**config.mk**
```make
export PLATFORM = sky130hd
export DESIGN_NAME = rxddr_framer
export DESIGN_NICKNAME = d
export VERILOG_FILES = /design/src/rtl/rxddr_pkg.sv /design/src/rtl/rxddr_burst_ctrl.sv /design/src/rtl/rxddr_word_split.sv /design/src/rtl/rxddr_strobe_gen.sv /design/src/rtl/rxddr_framer.sv
export SDC_FILE = /design/constraint.sdc
export NUM_CORES = 1
export LEC_CHECK = 0
export ABC_AREA = 1
export BUFFER_PORTS_ARGS = -buffer_cell sky130_fd_sc_hd__buf_2
export CORE_MARGIN = 1
export CORE_UTILIZATION = 38
export CTS_CLUSTER_SIZE = 20
export DETAILED_ROUTE_END_ITERATION = 10
export GPL_TIMING_DRIVEN = 0
export PLACE_DENSITY = 0.84
export SLEW_MARGIN = 20
export SYNTH_ARGS = -nofsm -noshare
export SYNTH_HDL_FRONTEND = slang
export SYNTH_SLANG_ARGS = --single-unit
```
**constraint.sdc**
```tcl
create_clock -name clk -period 1.1 [get_ports clk]
set_clock_uncertainty 0.2 [all_clocks]
set_input_delay 0.165 -clock clk [delete_from_list [all_inputs] [get_ports clk]]
set_output_delay 0.165 -clock clk [all_outputs]
set_load 0.005 [all_outputs]
```
**src/rtl/rxddr_pkg.sv**
```systemverilog
package rxddr_pkg;

  typedef enum logic {
    FRM_LEVEL = 1'b0,
    FRM_PULSE = 1'b1
  } frame_form_e;

  typedef struct packed {
    logic on_rise;
    logic on_fall;
  } strobe_pair_t;

  localparam strobe_pair_t STROBE_IDLE = '{on_rise: 1'b0, on_fall: 1'b0};

endpackage

```
**src/rtl/rxddr_burst_ctrl.sv**
```systemverilog
module rxddr_burst_ctrl
  import rxddr_pkg::*;
(
  input  logic        clk,
  input  logic        rst_n,
  input  logic        cfg_pulse_mode,
  input  logic        burst_start,
  input  logic        burst_end,
  output logic        burst_open,
  output frame_form_e form_q
);

  logic        open_d;
  frame_form_e form_d;

  always_comb begin
    open_d = burst_open;
    form_d = form_q;
    if (burst_open) begin
      if (burst_end) open_d = 1'b0;
    end else if (burst_start) begin
      open_d = 1'b1;
      form_d = cfg_pulse_mode ? FRM_PULSE : FRM_LEVEL;
    end
  end

  always_ff @(posedge clk) begin
    if (!rst_n) begin
      burst_open <= 1'b0;
      form_q     <= FRM_LEVEL;
    end else begin
      burst_open <= open_d;
      form_q     <= form_d;
    end
  end

endmodule

```
**src/rtl/rxddr_word_split.sv**
```systemverilog
module rxddr_word_split #(
  parameter int LANES    = 6,
  parameter bit HI_FIRST = 1'b1
) (
  input  logic [2*LANES-1:0] word,
  input  logic               take,
  output logic [LANES-1:0]   half_rise,
  output logic [LANES-1:0]   half_fall
);

  localparam int WORD_W = 2 * LANES;

  logic [LANES-1:0] upper;
  logic [LANES-1:0] lower;

  for (genvar g = 0; g < LANES; g++) begin : g_lane
    assign upper[g] = take & word[g + LANES];
    assign lower[g] = take & word[g];
  end

  if (HI_FIRST) begin : g_hi_first
    assign half_rise = upper;
    assign half_fall = lower;
  end else begin : g_lo_first
    assign half_rise = lower;
    assign half_fall = upper;
  end

  if (WORD_W != 2 * LANES) begin : g_bad_width
    $error("word width must be twice the lane count");
  end

endmodule

```
**src/rtl/rxddr_strobe_gen.sv**
```systemverilog
module rxddr_strobe_gen
  import rxddr_pkg::*;
(
  input  logic         take,
  input  frame_form_e  form,
  output strobe_pair_t strobe
);

  always_comb begin
    strobe = STROBE_IDLE;
    if (take) begin
      strobe.on_rise = 1'b1;
      strobe.on_fall = (form == FRM_LEVEL);
    end
  end

endmodule

```
**src/rtl/rxddr_framer.sv**
```systemverilog
module rxddr_framer
  import rxddr_pkg::*;
#(
  parameter int LANES = 6,
  localparam int WORD_W = 2 * LANES
) (
  input  logic              clk,
  input  logic              rst_n,
  input  logic              cfg_pulse_mode,
  input  logic              burst_start,
  input  logic              burst_end,
  input  logic              s_valid,
  output logic              s_ready,
  input  logic [WORD_W-1:0] s_data,
  output logic [LANES-1:0]  lane_rise,
  output logic [LANES-1:0]  lane_fall,
  output logic              strb_rise,
  output logic              strb_fall
);

  logic             burst_open;
  frame_form_e      form_q;
  logic             take;
  logic [LANES-1:0] half_rise;
  logic [LANES-1:0] half_fall;
  strobe_pair_t     strobe_d;

  rxddr_burst_ctrl u_ctrl (
    .clk            (clk),
    .rst_n          (rst_n),
    .cfg_pulse_mode (cfg_pulse_mode),
    .burst_start    (burst_start),
    .burst_end      (burst_end),
    .burst_open     (burst_open),
    .form_q         (form_q)
  );

  assign s_ready = burst_open;
  assign take    = s_valid & burst_open;

  rxddr_word_split #(
    .LANES    (LANES),
    .HI_FIRST (1'b1)
  ) u_split (
    .word      (s_data),
    .take      (take),
    .half_rise (half_rise),
    .half_fall (half_fall)
  );

  rxddr_strobe_gen u_strobe (
    .take   (take),
    .form   (form_q),
    .strobe (strobe_d)
  );

  always_ff @(posedge clk) begin
    if (!rst_n) begin
      lane_rise <= '0;
      lane_fall <= '0;
      strb_rise <= 1'b0;
      strb_fall <= 1'b0;
    end else begin
      lane_rise <= half_rise;
      lane_fall <= half_fall;
      strb_rise <= strobe_d.on_rise;
      strb_fall <= strobe_d.on_fall;
    end
  end

endmodule

```
==> impl_metrics.toml <==
[synth]
synth_area_leader_cell = "dfxtp_1"
synthDistinctLibCells = 11
avgSynthCellArea_um2 = 9.537
synth_seq_cells = 16
ys.warnings.count = 0
synth_seq_area_share_pct = 63.37
synth_area_leaders = "dfxtp_1, inv_1, nor2_2, nor2_1, buf_6"
syn_inst = 53
synth_area_um2 = 505.5
syn_nets = 71
yosys.area.top_type_share_pct = 63.37

[hold_path]
hold_path.class = "input port to flop"

[floorplanning]
die_w_um = 38.47
dieHeight_um = 38.47
num_io_pins = 33
die-area_um2 = 1480
rows = 12
core_um2 = 1171
start_util_pct = 43.16

[setup_path]
required_ns = 0.73
worstPathArrival_ns = 0.76
cp-end-kind = "primary output"
cpPeakStageDelay_ns = 0.37
crit_buf_inv = 1
cp_top_family = "flip-flops"
cp_max_fo = 4
cp_cell_sequence = "buf_6"
worstSetupPathType = "flop to primary output"
critPathLaunchType = "flop"
crit_slowest_cell = "dfxtp_4"

[run_status]
violations = "hold timing, setup timing"
outcome = "finished with violations"

[sta]
tightest_slew_ns = 0.1296
maxSlewViolCount = 0
setup_viol = 1
fin_crit_sh_pct = 102.0
max_freq_mhz = 891.4
finalHoldViolations = 1
finalWorstSetupSlack_ns = -0.02178
hold_ws_ns = -0.004630
final.min_clock_period_ns = 1.122
rsz0062_at_grt = "true"
tns_ns = -0.02178
relSlewSlack_pct = 91.27

[flow_run]
max_cap_viol_count = 0

[detailed_routing]
drtIter0Drc = 8
first_pass_iters = 4
final_antenna_net_count = 0
avgRoutedWirePerCell_um = 10.71
drt_wl_total_um = 1275
num_vias = 502
viasPerCell = 4.218
drc = 0

[clocking]
htree_levels = 1
path_clk_slew_ns = 0.09
cts_sinks = 16
cts_max_path_buffers = 2
clock_latency_ns = 0.28
cts_tree = "yes"
postCtsSetupBuffers = 0
cts-root-buf = "clkbuf_4"
ctsHoldBuffers = 16
cts_buffers = 3

[global_route]
grt_pass1_vias = 419
grt_overflow_total = 0
grtUsageTotal_pct = 19.76
grt_max_degree = 11
grt_pass1_wl_um = 1807
antenna_found_initial = 0

[power_and_ir_drop]
p_per_area_nw_per_um2 = 1217
swShare_pct = 20.66
p_comb_share_pct = 12.7
ir_drop_mv = 0.6635
p_switching_mw = 0.2310
pwr-share-seq_pct = 54.3
leakage_nw = 0.5113
intPower_mw = 0.8868
power_frac_clock_pct = 33.0

[layout]
nFillCells = 68
drive_gt1_share_pct = 51.43
post-route-util_pct = 78.42
finalNetCount = 124
n_antenna_cell = 0
area_growth_pct = 81.68

[place]
gp_congestion = 0.7015
port_buffers = 32
place_ws_ns = 0.09114
hpwl_um = 659.5
[power groups by stage]
stage,Combinational (mW),Sequential [mW],Clock (mW)
after floorplan,0.0357,0.619,0
after global placement,0.0842,0.617,0
after detailed placement,0.0870,0.617,0
after CTS,0.131,0.604,0.388
after global routing,0.154,0.609,0.429
final,0.142,0.607,0.369
[cell type report]
cell class                      instances  area, um^2  share of cell area [%]
Tap cell                               14       17.52                   1.907
Buffer                                  1       11.26                   1.226
Sequential cell                        16       331.6                   36.10
Inverter                               15       56.30                   6.131
Clock buffer                            4       36.28                   3.951
Timing Repair Buffer                   48       347.8                   37.87
Multi-Input combinational cell         21       117.6                   12.81
[synthesized netlist by cell type (all sizes together)]
master and count:
dfxtp 16, inv 15, nor2 14, nand3 3, nand2 2, a21oi 1, buf 1, o21ai 1
[path summary, 6_finish.rpt]
kind	from	endpoint	slack, ns	cells after the start
max reg2reg	u_ctrl.burst_open	lane_fall[1]	0.08	3
max	u_ctrl.burst_open	s_ready	-0.02	1
min reg2reg	u_ctrl.form_q	strb_fall	0.23	1
min	rst_n	lane_rise[1]	-0.005	3
[metal layers]
layer / vias to the layer above / wire length [um] / global-route usage, %
li1: 252 / - / -
met1: 223 / 436 / 17.03
met2: 23 / 743 / 37.29
met3: 4 / 52 / 6.977
met4: 0 / 43 / 12.93
met5: - / 0 / 0
[flip-flops by register name (all words and copies together), names as in the netlist]
name               flops
lane_rise              6
strb_fall              1
lane_fall              6
strb_rise              1
u_ctrl.burst_open      1
u_ctrl.form_q          1
[logic make-up after synthesis]
logic type	count (synthesis)	share of synthesized area (%)
and+or+nand+nor	19	21.29
DFF	16	63.37
buffers and inverters	16	13.37
AOI/OAI and AO/OA	2	1.978
[cell usage in the layout (no fill, tap or decap), drive strengths merged]
cell	netlist	layout
o21ai	1	1
buf	1	33
dlygate4sd3	0	15
nor2	14	14
inv	15	15
dlymetal6s4s	0	1
clkbuf	0	4
a21oi	1	1
nand2	2	2
dfxtp	16	16
nand3	3	3
[what timing repair did]
| action | 4_1_cts | 5_1_grt |
|---|---|---|
| resized for setup | 1 | 12 |
| endpoints found under the hold margin | 14 | 4 |
| endpoints found under the setup margin | 1 | 13 |
[metrics by stage]
stage / hold slack, ns / area, um^2 / cells / power [mW]
floorplan: 0.07598 / 505.5 / 53 / 0.6550
global placement: 0.1585 / 683.2 / 99 / 0.7009
detailed placement: 0.1760 / 683.2 / 99 / 0.7041
CTS: -0.01715 / 880.8 / 119 / 1.123
global route: -0.03426 / 918.4 / 119 / 1.192
finish: -0.004630 / 918.4 / 119 / 1.118
(Power assumes the default switching activity.)
